==> src/rtl/gpr_pkg.sv <==
package gpr_pkg;

  localparam int unsigned GPR_XLEN   = 64;
  localparam int unsigned GPR_NREG   = 16;
  localparam int unsigned GPR_NHIREG = 4;

  typedef enum logic [1:0] {
    SZ_B = 2'b00,
    SZ_W = 2'b01,
    SZ_D = 2'b10,
    SZ_Q = 2'b11
  } acc_size_e;

endpackage

==> src/rtl/gpr_access_check.sv <==
// Decides whether one access is legal and whether it targets the second byte.
module gpr_access_check
  import gpr_pkg::*;
#(
  parameter int unsigned NREG   = GPR_NREG,
  parameter int unsigned NHIREG = GPR_NHIREG,
  localparam int unsigned IDXW  = $clog2(NREG)
) (
  input  logic [IDXW-1:0] idx,
  input  acc_size_e       size,
  input  logic            hi,
  output logic            hi_sel,
  output logic            legal
);

  localparam logic [IDXW:0] HI_LIMIT = (IDXW+1)'(NHIREG);

  always_comb begin
    hi_sel = hi && (size == SZ_B);
    legal  = !hi_sel || ({1'b0, idx} < HI_LIMIT);
  end

endmodule

==> src/rtl/gpr_merge.sv <==
// Combines new write data with the old register contents by access width.
module gpr_merge
  import gpr_pkg::*;
#(
  parameter int unsigned XLEN = GPR_XLEN,
  localparam int unsigned BW  = XLEN / 8,
  localparam int unsigned WW  = XLEN / 4,
  localparam int unsigned DW  = XLEN / 2
) (
  input  logic [XLEN-1:0] old_val,
  input  logic [XLEN-1:0] data,
  input  acc_size_e       size,
  input  logic            hi_sel,
  output logic [XLEN-1:0] new_val
);

  always_comb begin
    new_val = old_val;
    unique case (size)
      SZ_Q: new_val = data;
      SZ_D: new_val = {{(XLEN-DW){1'b0}}, data[DW-1:0]};
      SZ_W: new_val = {old_val[XLEN-1:WW], data[WW-1:0]};
      SZ_B: begin
        if (hi_sel) begin
          new_val = {old_val[XLEN-1:WW], data[BW-1:0], old_val[BW-1:0]};
        end else begin
          new_val = {old_val[XLEN-1:BW], data[BW-1:0]};
        end
      end
      default: new_val = old_val;
    endcase
  end

endmodule

==> src/rtl/gpr_extract.sv <==
// Picks the requested field out of a register and zero-extends it.
module gpr_extract
  import gpr_pkg::*;
#(
  parameter int unsigned XLEN = GPR_XLEN,
  localparam int unsigned BW  = XLEN / 8,
  localparam int unsigned WW  = XLEN / 4,
  localparam int unsigned DW  = XLEN / 2
) (
  input  logic [XLEN-1:0] val,
  input  acc_size_e       size,
  input  logic            hi_sel,
  input  logic            legal,
  output logic [XLEN-1:0] out
);

  always_comb begin
    out = '0;
    if (legal) begin
      unique case (size)
        SZ_Q: out = val;
        SZ_D: out = {{(XLEN-DW){1'b0}}, val[DW-1:0]};
        SZ_W: out = {{(XLEN-WW){1'b0}}, val[WW-1:0]};
        SZ_B: begin
          if (hi_sel) begin
            out = {{(XLEN-BW){1'b0}}, val[WW-1:BW]};
          end else begin
            out = {{(XLEN-BW){1'b0}}, val[BW-1:0]};
          end
        end
        default: out = '0;
      endcase
    end
  end

endmodule

==> src/rtl/gpr_file.sv <==
// Sixteen aliased registers with one write port and two combinational read ports.
module gpr_file
  import gpr_pkg::*;
#(
  parameter int unsigned XLEN   = GPR_XLEN,
  parameter int unsigned NREG   = GPR_NREG,
  parameter int unsigned NHIREG = GPR_NHIREG,
  localparam int unsigned IDXW  = $clog2(NREG),
  localparam int unsigned NRD   = 2,
  localparam int unsigned BW    = XLEN / 8,
  localparam int unsigned WW    = XLEN / 4,
  localparam int unsigned DW    = XLEN / 2
) (
  input  logic            clk,
  input  logic            rst_n,
  input  logic            wr_en,
  input  logic [IDXW-1:0] wr_idx,
  input  logic [1:0]      wr_size,
  input  logic            wr_hi,
  input  logic [XLEN-1:0] wr_data,
  output logic            wr_bad,
  input  logic [IDXW-1:0] ra_idx,
  input  logic [1:0]      ra_size,
  input  logic            ra_hi,
  output logic [XLEN-1:0] ra_data,
  output logic            ra_bad,
  input  logic [IDXW-1:0] rb_idx,
  input  logic [1:0]      rb_size,
  input  logic            rb_hi,
  output logic [XLEN-1:0] rb_data,
  output logic            rb_bad
);

  logic [XLEN-1:0] regs [NREG];

  // ---------------- write path ----------------
  acc_size_e       wr_sz;
  logic            wr_hisel;
  logic            wr_legal;
  logic [XLEN-1:0] wr_old;
  logic [XLEN-1:0] wr_merged;
  logic [NREG-1:0] reg_we;

  assign wr_sz  = acc_size_e'(wr_size);
  assign wr_old = regs[wr_idx];
  assign wr_bad = !wr_legal;

  gpr_access_check #(.NREG(NREG), .NHIREG(NHIREG)) u_wr_chk (
    .idx    (wr_idx),
    .size   (wr_sz),
    .hi     (wr_hi),
    .hi_sel (wr_hisel),
    .legal  (wr_legal)
  );

  gpr_merge #(.XLEN(XLEN)) u_wr_merge (
    .old_val (wr_old),
    .data    (wr_data),
    .size    (wr_sz),
    .hi_sel  (wr_hisel),
    .new_val (wr_merged)
  );

  for (genvar i = 0; i < NREG; i++) begin : g_reg
    logic [XLEN-1:0] nxt;

    always_comb begin
      reg_we[i] = wr_en && wr_legal && (wr_idx == IDXW'(i));
      nxt       = wr_merged;
    end

    always_ff @(posedge clk or negedge rst_n) begin
      if (!rst_n) begin
        regs[i] <= '0;
      end else if (reg_we[i]) begin
        regs[i] <= nxt;
      end
    end

    a_r1_qword_full: assert property (@(posedge clk) disable iff (!rst_n)
      (reg_we[i] && wr_sz == SZ_Q) |=> regs[i] == $past(wr_data));

    a_r2_dword_zext: assert property (@(posedge clk) disable iff (!rst_n)
      (reg_we[i] && wr_sz == SZ_D) |=>
        (regs[i][XLEN-1:DW] == '0) && (regs[i][DW-1:0] == $past(wr_data[DW-1:0])));

    a_r3_word_keeps_upper: assert property (@(posedge clk) disable iff (!rst_n)
      (reg_we[i] && wr_sz == SZ_W) |=>
        (regs[i][XLEN-1:WW] == $past(regs[i][XLEN-1:WW])) &&
        (regs[i][WW-1:0] == $past(wr_data[WW-1:0])));

    a_r4_low_byte_keeps: assert property (@(posedge clk) disable iff (!rst_n)
      (reg_we[i] && wr_sz == SZ_B && !wr_hi) |=>
        regs[i][XLEN-1:BW] == $past(regs[i][XLEN-1:BW]));

    a_r5_high_byte_place: assert property (@(posedge clk) disable iff (!rst_n)
      (reg_we[i] && wr_sz == SZ_B && wr_hi) |=>
        (regs[i][BW-1:0] == $past(regs[i][BW-1:0])) &&
        (regs[i][WW-1:BW] == $past(wr_data[BW-1:0])) &&
        (regs[i][XLEN-1:WW] == $past(regs[i][XLEN-1:WW])));

    a_r6_illegal_no_write: assert property (@(posedge clk) disable iff (!rst_n)
      (wr_en && wr_bad) |=> regs[i] == $past(regs[i]));
  end

  a_r6_hi_window: assert property (@(posedge clk) disable iff (!rst_n)
    (wr_en && wr_bad) |-> (wr_hi && wr_sz == SZ_B && wr_idx >= IDXW'(NHIREG)));

  a_r7_wide_never_bad: assert property (@(posedge clk) disable iff (!rst_n)
    (wr_sz != SZ_B) |-> !wr_bad);

  // ---------------- read paths ----------------
  logic [IDXW-1:0] rd_idx   [NRD];
  acc_size_e       rd_sz    [NRD];
  logic            rd_hi    [NRD];
  logic [XLEN-1:0] rd_data  [NRD];
  logic            rd_legal [NRD];

  always_comb begin
    rd_idx[0] = ra_idx;
    rd_sz[0]  = acc_size_e'(ra_size);
    rd_hi[0]  = ra_hi;
    rd_idx[1] = rb_idx;
    rd_sz[1]  = acc_size_e'(rb_size);
    rd_hi[1]  = rb_hi;
  end

  for (genvar p = 0; p < NRD; p++) begin : g_rd
    logic hisel;

    gpr_access_check #(.NREG(NREG), .NHIREG(NHIREG)) u_chk (
      .idx    (rd_idx[p]),
      .size   (rd_sz[p]),
      .hi     (rd_hi[p]),
      .hi_sel (hisel),
      .legal  (rd_legal[p])
    );

    gpr_extract #(.XLEN(XLEN)) u_ext (
      .val    (regs[rd_idx[p]]),
      .size   (rd_sz[p]),
      .hi_sel (hisel),
      .legal  (rd_legal[p]),
      .out    (rd_data[p])
    );

    a_r6_bad_read_zero: assert property (@(posedge clk) disable iff (!rst_n)
      !rd_legal[p] |-> rd_data[p] == '0);
  end

  assign ra_data = rd_data[0];
  assign ra_bad  = !rd_legal[0];
  assign rb_data = rd_data[1];
  assign rb_bad  = !rd_legal[1];

endmodule

==> config.mk <==
export PLATFORM = sky130hd
export DESIGN_NAME = gpr_file
export DESIGN_NICKNAME = d
export VERILOG_FILES = /design/src/rtl/gpr_pkg.sv /design/src/rtl/gpr_access_check.sv /design/src/rtl/gpr_merge.sv /design/src/rtl/gpr_extract.sv /design/src/rtl/gpr_file.sv
export SDC_FILE = /design/constraint.sdc
export NUM_CORES = 2
export LEC_CHECK = 0
export ABC_CLOCK_PERIOD_IN_PS = 3030
export BUFFER_PORTS_ARGS = -buffer_cell sky130_fd_sc_hd__buf_2
export CAP_MARGIN = 20
export CORE_MARGIN = 2
export CORE_UTILIZATION = 35
export CTS_CLUSTER_SIZE = 24
export DETAILED_ROUTE_END_ITERATION = 10
export SLEW_MARGIN = 25
export SYNTH_ARGS = -nofsm -noshare
export SYNTH_HDL_FRONTEND = slang
export SYNTH_HIERARCHICAL = 1
export SYNTH_SLANG_ARGS = --single-unit
export TNS_END_PERCENT = 30
==> constraint.sdc <==
create_clock -name clk -period 3.03 [get_ports clk]
set_input_delay 0.606 -clock clk [delete_from_list [all_inputs] [get_ports clk]]
set_output_delay 0.606 -clock clk [all_outputs]
set_load 0.1 [all_outputs]
==> metrics.txt <==
# TYPE chip_impl_metric gauge
chip_impl_metric{name="clock-sinks",unit=""} 1024
chip_impl_metric{name="grt_max_degree",unit=""} 96
chip_impl_metric{name="clock-skew-final",unit="ps"} 22.7
chip_impl_info{name="netlist.top_cell.by_area",value="sky130_fd_sc_hd__dfrtp_1"} 1
chip_impl_info{name="critPathSlowestCell",value="sky130_fd_sc_hd__mux4_2"} 1
chip_impl_info{name="path_class",value="primary input to output pin"} 1
chip_impl_metric{name="postLayoutSetupSlackWorst",unit="ps"} -30.1
chip_impl_info{name="crit_path_cell_trace",value="buf_16, buf_16, buf_16, buf_6, mux4_2, a22oi_2, buf_4, nand2_2, and2_4, buf_12"} 1
chip_impl_metric{name="post_drt_via_cell_ratio",unit=""} 6.16
chip_impl_info{name="top_register",value="regs"} 1
chip_impl_metric{name="post_synth.cell_area_avg",unit="sq um"} 15.1
chip_impl_metric{name="num-nets-final",unit=""} 4672
chip_impl_metric{name="detail_route.iter0.violations",unit=""} 4098
chip_impl_metric{name="finalCriticalPeriod",unit="ps"} 3060
chip_impl_metric{name="number_of_flip_flops_under_the_largest_register_name",unit=""} 1024
chip_impl_info{name="highest_layer",value="met4"} 1
chip_impl_info{name="holdCritPathClass",value="primary input to flop"} 1
chip_impl_metric{name="cts_inserted_buffers",unit=""} 112
chip_impl_metric{name="htreeDepth",unit=""} 3
chip_impl_metric{name="port_buffers",unit=""} 218
chip_impl_metric{name="final_layout_size_suffix_gt1_share",unit="%"} 66.5
chip_impl_metric{name="maxClockFrequency",unit="MHz"} 327
chip_impl_metric{name="coreArea",unit="sq um"} 178000
chip_impl_metric{name="clk_path_buf_depth",unit=""} 3
chip_impl_info{name="worst_path_most_repeated_cell",value="sky130_fd_sc_hd__buf_16"} 1
chip_impl_metric{name="post-place-ws",unit="ps"} -279
chip_impl_metric{name="hpwl",unit="mm"} 138
chip_impl_metric{name="clk_pwr_share",unit="%"} 30.3
chip_impl_metric{name="clk_latency_worst_skew_pair",unit="ps"} 750
chip_impl_metric{name="placed_cells_incl_taps",unit=""} 6744
chip_impl_metric{name="number_of_antenna_violations_at_the_first_check_in_global_routing",unit=""} 6
chip_impl_metric{name="ys.warnings.count",unit=""} 6
chip_impl_info{name="cts-root-buf",value="sky130_fd_sc_hd__clkbuf_16"} 1
chip_impl_info{name="run_status",value="complete, but fails checks"} 1
chip_impl_metric{name="pwr-share-seq",unit="%"} 39.0
chip_impl_metric{name="clk_pin_slew_worst_paths",unit="ps"} 50
chip_impl_metric{name="setup.reg_to_reg.worst_slack",unit="ps"} 770
chip_impl_info{name="rr_endpoint",value="regs[502]"} 1
chip_impl_metric{name="critical_path.max_fanout",unit=""} 8
chip_impl_info{name="layout_top_registers",value="regs x1024"} 1
chip_impl_metric{name="vdd.ir_drop.worst",unit="V"} 0.000534
chip_impl_metric{name="leakage",unit="nW"} 33.6
chip_impl_metric{name="timing_worst_slew_pin_value",unit="ps"} 748
chip_impl_metric{name="grt_overflow_total",unit=""} 0
chip_impl_metric{name="detailroute.via_count",unit=""} 43332
chip_impl_info{name="hold_path_startpoint",value="wr_data[33]"} 1
chip_impl_metric{name="io_pins",unit=""} 219
chip_impl_metric{name="netSwitchingFraction",unit="%"} 31.5
chip_impl_metric{name="design.die.area",unit="sq um"} 182000
chip_impl_metric{name="utilization",unit="%"} 44.5
chip_impl_metric{name="final-max-slew-violation-count",unit=""} 0
chip_impl_info{name="violations",value="negative setup slack"} 1
chip_impl_metric{name="gp_routability_congestion",unit=""} 0.855
chip_impl_metric{name="synth_seq_cells",unit=""} 1024
chip_impl_metric{name="layout.cells.non_filler",unit=""} 7038
chip_impl_info{name="beginning_of_the_worst_register_to_register_path",value="regs[1014]"} 1
chip_impl_metric{name="async_flop_share",unit="%"} 100
chip_impl_metric{name="synth_top_cell_area_share",unit="%"} 41.0
chip_impl_metric{name="drt_pre_antenna_iters",unit=""} 7
chip_impl_metric{name="muxShareOfSynthArea",unit="%"} 47.3
chip_impl_metric{name="ant_nets",unit=""} 0
chip_impl_info{name="synth.top_cells.by_area",value="sky130_fd_sc_hd__dfrtp_1 (41%), sky130_fd_sc_hd__mux4_2 (28%), sky130_fd_sc_hd__mux2_2 (17%)"} 1
chip_impl_info{name="timing.hold.worst_endpoint",value="regs[481]"} 1
chip_impl_metric{name="post_synth_inst_count",unit=""} 4135
chip_impl_metric{name="finalSetupViolCount",unit=""} 8
chip_impl_metric{name="die_extent_in_x",unit="um"} 427
chip_impl_metric{name="synth.yosys.seq_area_share",unit="%"} 41.0
chip_impl_info{name="critical_path.startpoint_type",value="primary input"} 1
chip_impl_metric{name="p_sw",unit="mW"} 15.7
chip_impl_metric{name="average_wire_per_cell_in_the_routed_design",unit="um"} 30.5
chip_impl_info{name="clock_tree_from_tritoncts",value="yes"} 1
chip_impl_metric{name="simple_logic_cell_fraction_of_the_synthesized_area",unit="%"} 3.09
chip_impl_metric{name="postSynthNetCount",unit=""} 4223
chip_impl_metric{name="total_power",unit="mW"} 49.9
chip_impl_metric{name="syn2layout_area_growth",unit="%"} 26.7
chip_impl_metric{name="m1WireLength",unit="mm"} 84.1
chip_impl_metric{name="dpl-instance-area",unit="sq um"} 71700
chip_impl_metric{name="whs_path_depth",unit=""} 3
chip_impl_metric{name="reg2regPathDepth",unit=""} 6
chip_impl_metric{name="tns",unit="ps"} -161
chip_impl_metric{name="detailroute.wirelength.met2",unit="mm"} 106
chip_impl_info{name="unrepaired_setup_endpoints_after_global_routing",value="true"} 1
chip_impl_metric{name="final.period_utilization",unit="%"} 101
chip_impl_metric{name="synth_adder_area_share",unit="%"} 0
chip_impl_metric{name="initial_core_util",unit="%"} 35.1
chip_impl_info{name="worstSetupEndpointType",value="output pin"} 1
chip_impl_metric{name="slew_headroom",unit="%"} 50.2
chip_impl_metric{name="grt_pass1_wl",unit="mm"} 315
chip_impl_metric{name="yosys.area_share.xor_xnor",unit="%"} 0
chip_impl_metric{name="timing.hold.ws",unit="ps"} 317
chip_impl_metric{name="placement_rows",unit=""} 155
chip_impl_metric{name="hold_violations_final",unit=""} 0
chip_impl_info{name="synth-main-ff-cell",value="sky130_fd_sc_hd__dfrtp_1"} 1
chip_impl_metric{name="synth_compound_area_share",unit="%"} 5.24
chip_impl_metric{name="number_of_global_route_vias_before_repair",unit=""} 45199
chip_impl_metric{name="critPathArrivalTime",unit="ps"} 2450
chip_impl_info{name="synth_top_family_by_area",value="multiplexers"} 1
chip_impl_metric{name="cp_slowest_stage_delay",unit="ps"} 500
chip_impl_metric{name="synth.cell_area",unit="sq um"} 62500
chip_impl_metric{name="post-route-drc-count",unit=""} 0
chip_impl_metric{name="post_synth_num_cell_types",unit=""} 37
chip_impl_metric{name="power_report.internal_total",unit="mW"} 34.2
chip_impl_metric{name="cap_viol_max_count",unit=""} 0
chip_impl_metric{name="global_route.usage.total",unit="%"} 23.5
chip_impl_metric{name="fp.dieH",unit="um"} 427
chip_impl_metric{name="power_per_cell_area",unit="nW/um^2"} 630
chip_impl_metric{name="number_of_synthesized_flops_with_an_enable_pin",unit=""} 0
chip_impl_metric{name="postLayoutCellArea",unit="sq um"} 79200
chip_impl_metric{name="routed_wirelength",unit="mm"} 214
chip_impl_metric{name="critical_path_required",unit="ps"} 2420
chip_impl_metric{name="routed-wl-met3",unit="mm"} 14.6
chip_impl_metric{name="power.combinational.fraction",unit="%"} 30.7
==> critical path: cells and delay by family <==
family | cells | cell delay, ps
buf+inv | 6 | 900
mux | 1 | 500
simple gates | 2 | 210
compound gates | 1 | 180
==> worst max path at each step <==
stage / cells past startpoint / endpoint / from / slack [ps]
after floorplan: 7 / ra_data[30] / ra_idx[0] / -110
after global placement: 8 / regs[239] / wr_hi / -370
after detailed placement: 9 / rb_data[58] / rb_idx[0] / -280
after CTS: 5 / ra_data[40] / regs[808] / -70
after global routing: 6 / rb_data[7] / regs[775] / -80
final: 10 / ra_data[35] / ra_idx[0] / -30
==> layout by cell type (no fill, tap or decap), drive strengths merged, types with 5 or more instances in the layout <==
master and instances:
and2 84, nor2 13, nor3b 6, mux2i 24, nand2 226, clkinv 35, clkbuf 161, inv 5
buf 771, dfrtp 1024, o21ai 19, bufinv 18, nor2b 6, mux2 1048, mux4 768, a22o 32
a22oi 384, and3 35
==> logic make-up (layout without fill, tap and decap cells) <==
family | Yosys count | in the layout
multiplexers | 1840 | 1840
flip-flops | 1024 | 1024
AND/OR/NAND/NOR | 382 | 382
buffers and inverters | 452 | 999
AO/OA/AOI/OAI | 437 | 437
other | 0 | 1
==> what timing repair did <==
action | in CTS | in global routing
gates resized for setup | 500 | 104
endpoints found under the setup margin | 127 | 94
hold buffers | 1 | 0
hold endpoints to repair | 15 | 0
pin swaps | 107 | 52
setup buffers | 42 | 20
cloned | 12 | 7
==> synth_stat cells, types with 21 or more instances <==
cell                          n
sky130_fd_sc_hd__buf_2      180
sky130_fd_sc_hd__mux2i_1     24
sky130_fd_sc_hd__a22o_1      32
sky130_fd_sc_hd__nand2_1    226
sky130_fd_sc_hd__and2_1      70
sky130_fd_sc_hd__buf_1       45
sky130_fd_sc_hd__dfrtp_1   1024
sky130_fd_sc_hd__mux4_2     768
sky130_fd_sc_hd__and3_1      21
sky130_fd_sc_hd__mux2_1      65
sky130_fd_sc_hd__mux2_2     923
sky130_fd_sc_hd__mux2_4      60
sky130_fd_sc_hd__clkbuf_1   198
sky130_fd_sc_hd__a22oi_1    384
==> area by class of cell <==
class	count	area, sq um
multi-input combinational	2659	36300
inverter	4	15.0
sequential	1024	25600
fill	15592	98700
clock buffer	154	3270
clock inverter	58	822
tap	2355	2950
antenna	1	2.50
timing repair buffer	783	10200
==> power by group through the flow <==
stage	logic (mW)	clock network [mW]	registers, mW
detailed placement	14.1	0	19.5
finish	15.3	15.1	19.5
floorplan	10.5	0	18.6
global route	16.1	16.0	19.9
global placement	13.9	0	19.3
CTS	15.1	15.4	19.3
==> per-layer routing <==
| metal | GRT usage, % | up-vias |
|---|---|---|
| li1 | - | 17493 |
| met1 | 30.7 | 23408 |
| met2 | 38.8 | 1975 |
| met3 | 3.19 | 456 |
| met4 | 10.6 | 0 |
| met5 | 0 | - |
No activity file was read; power rests on OpenSTA's default activity.
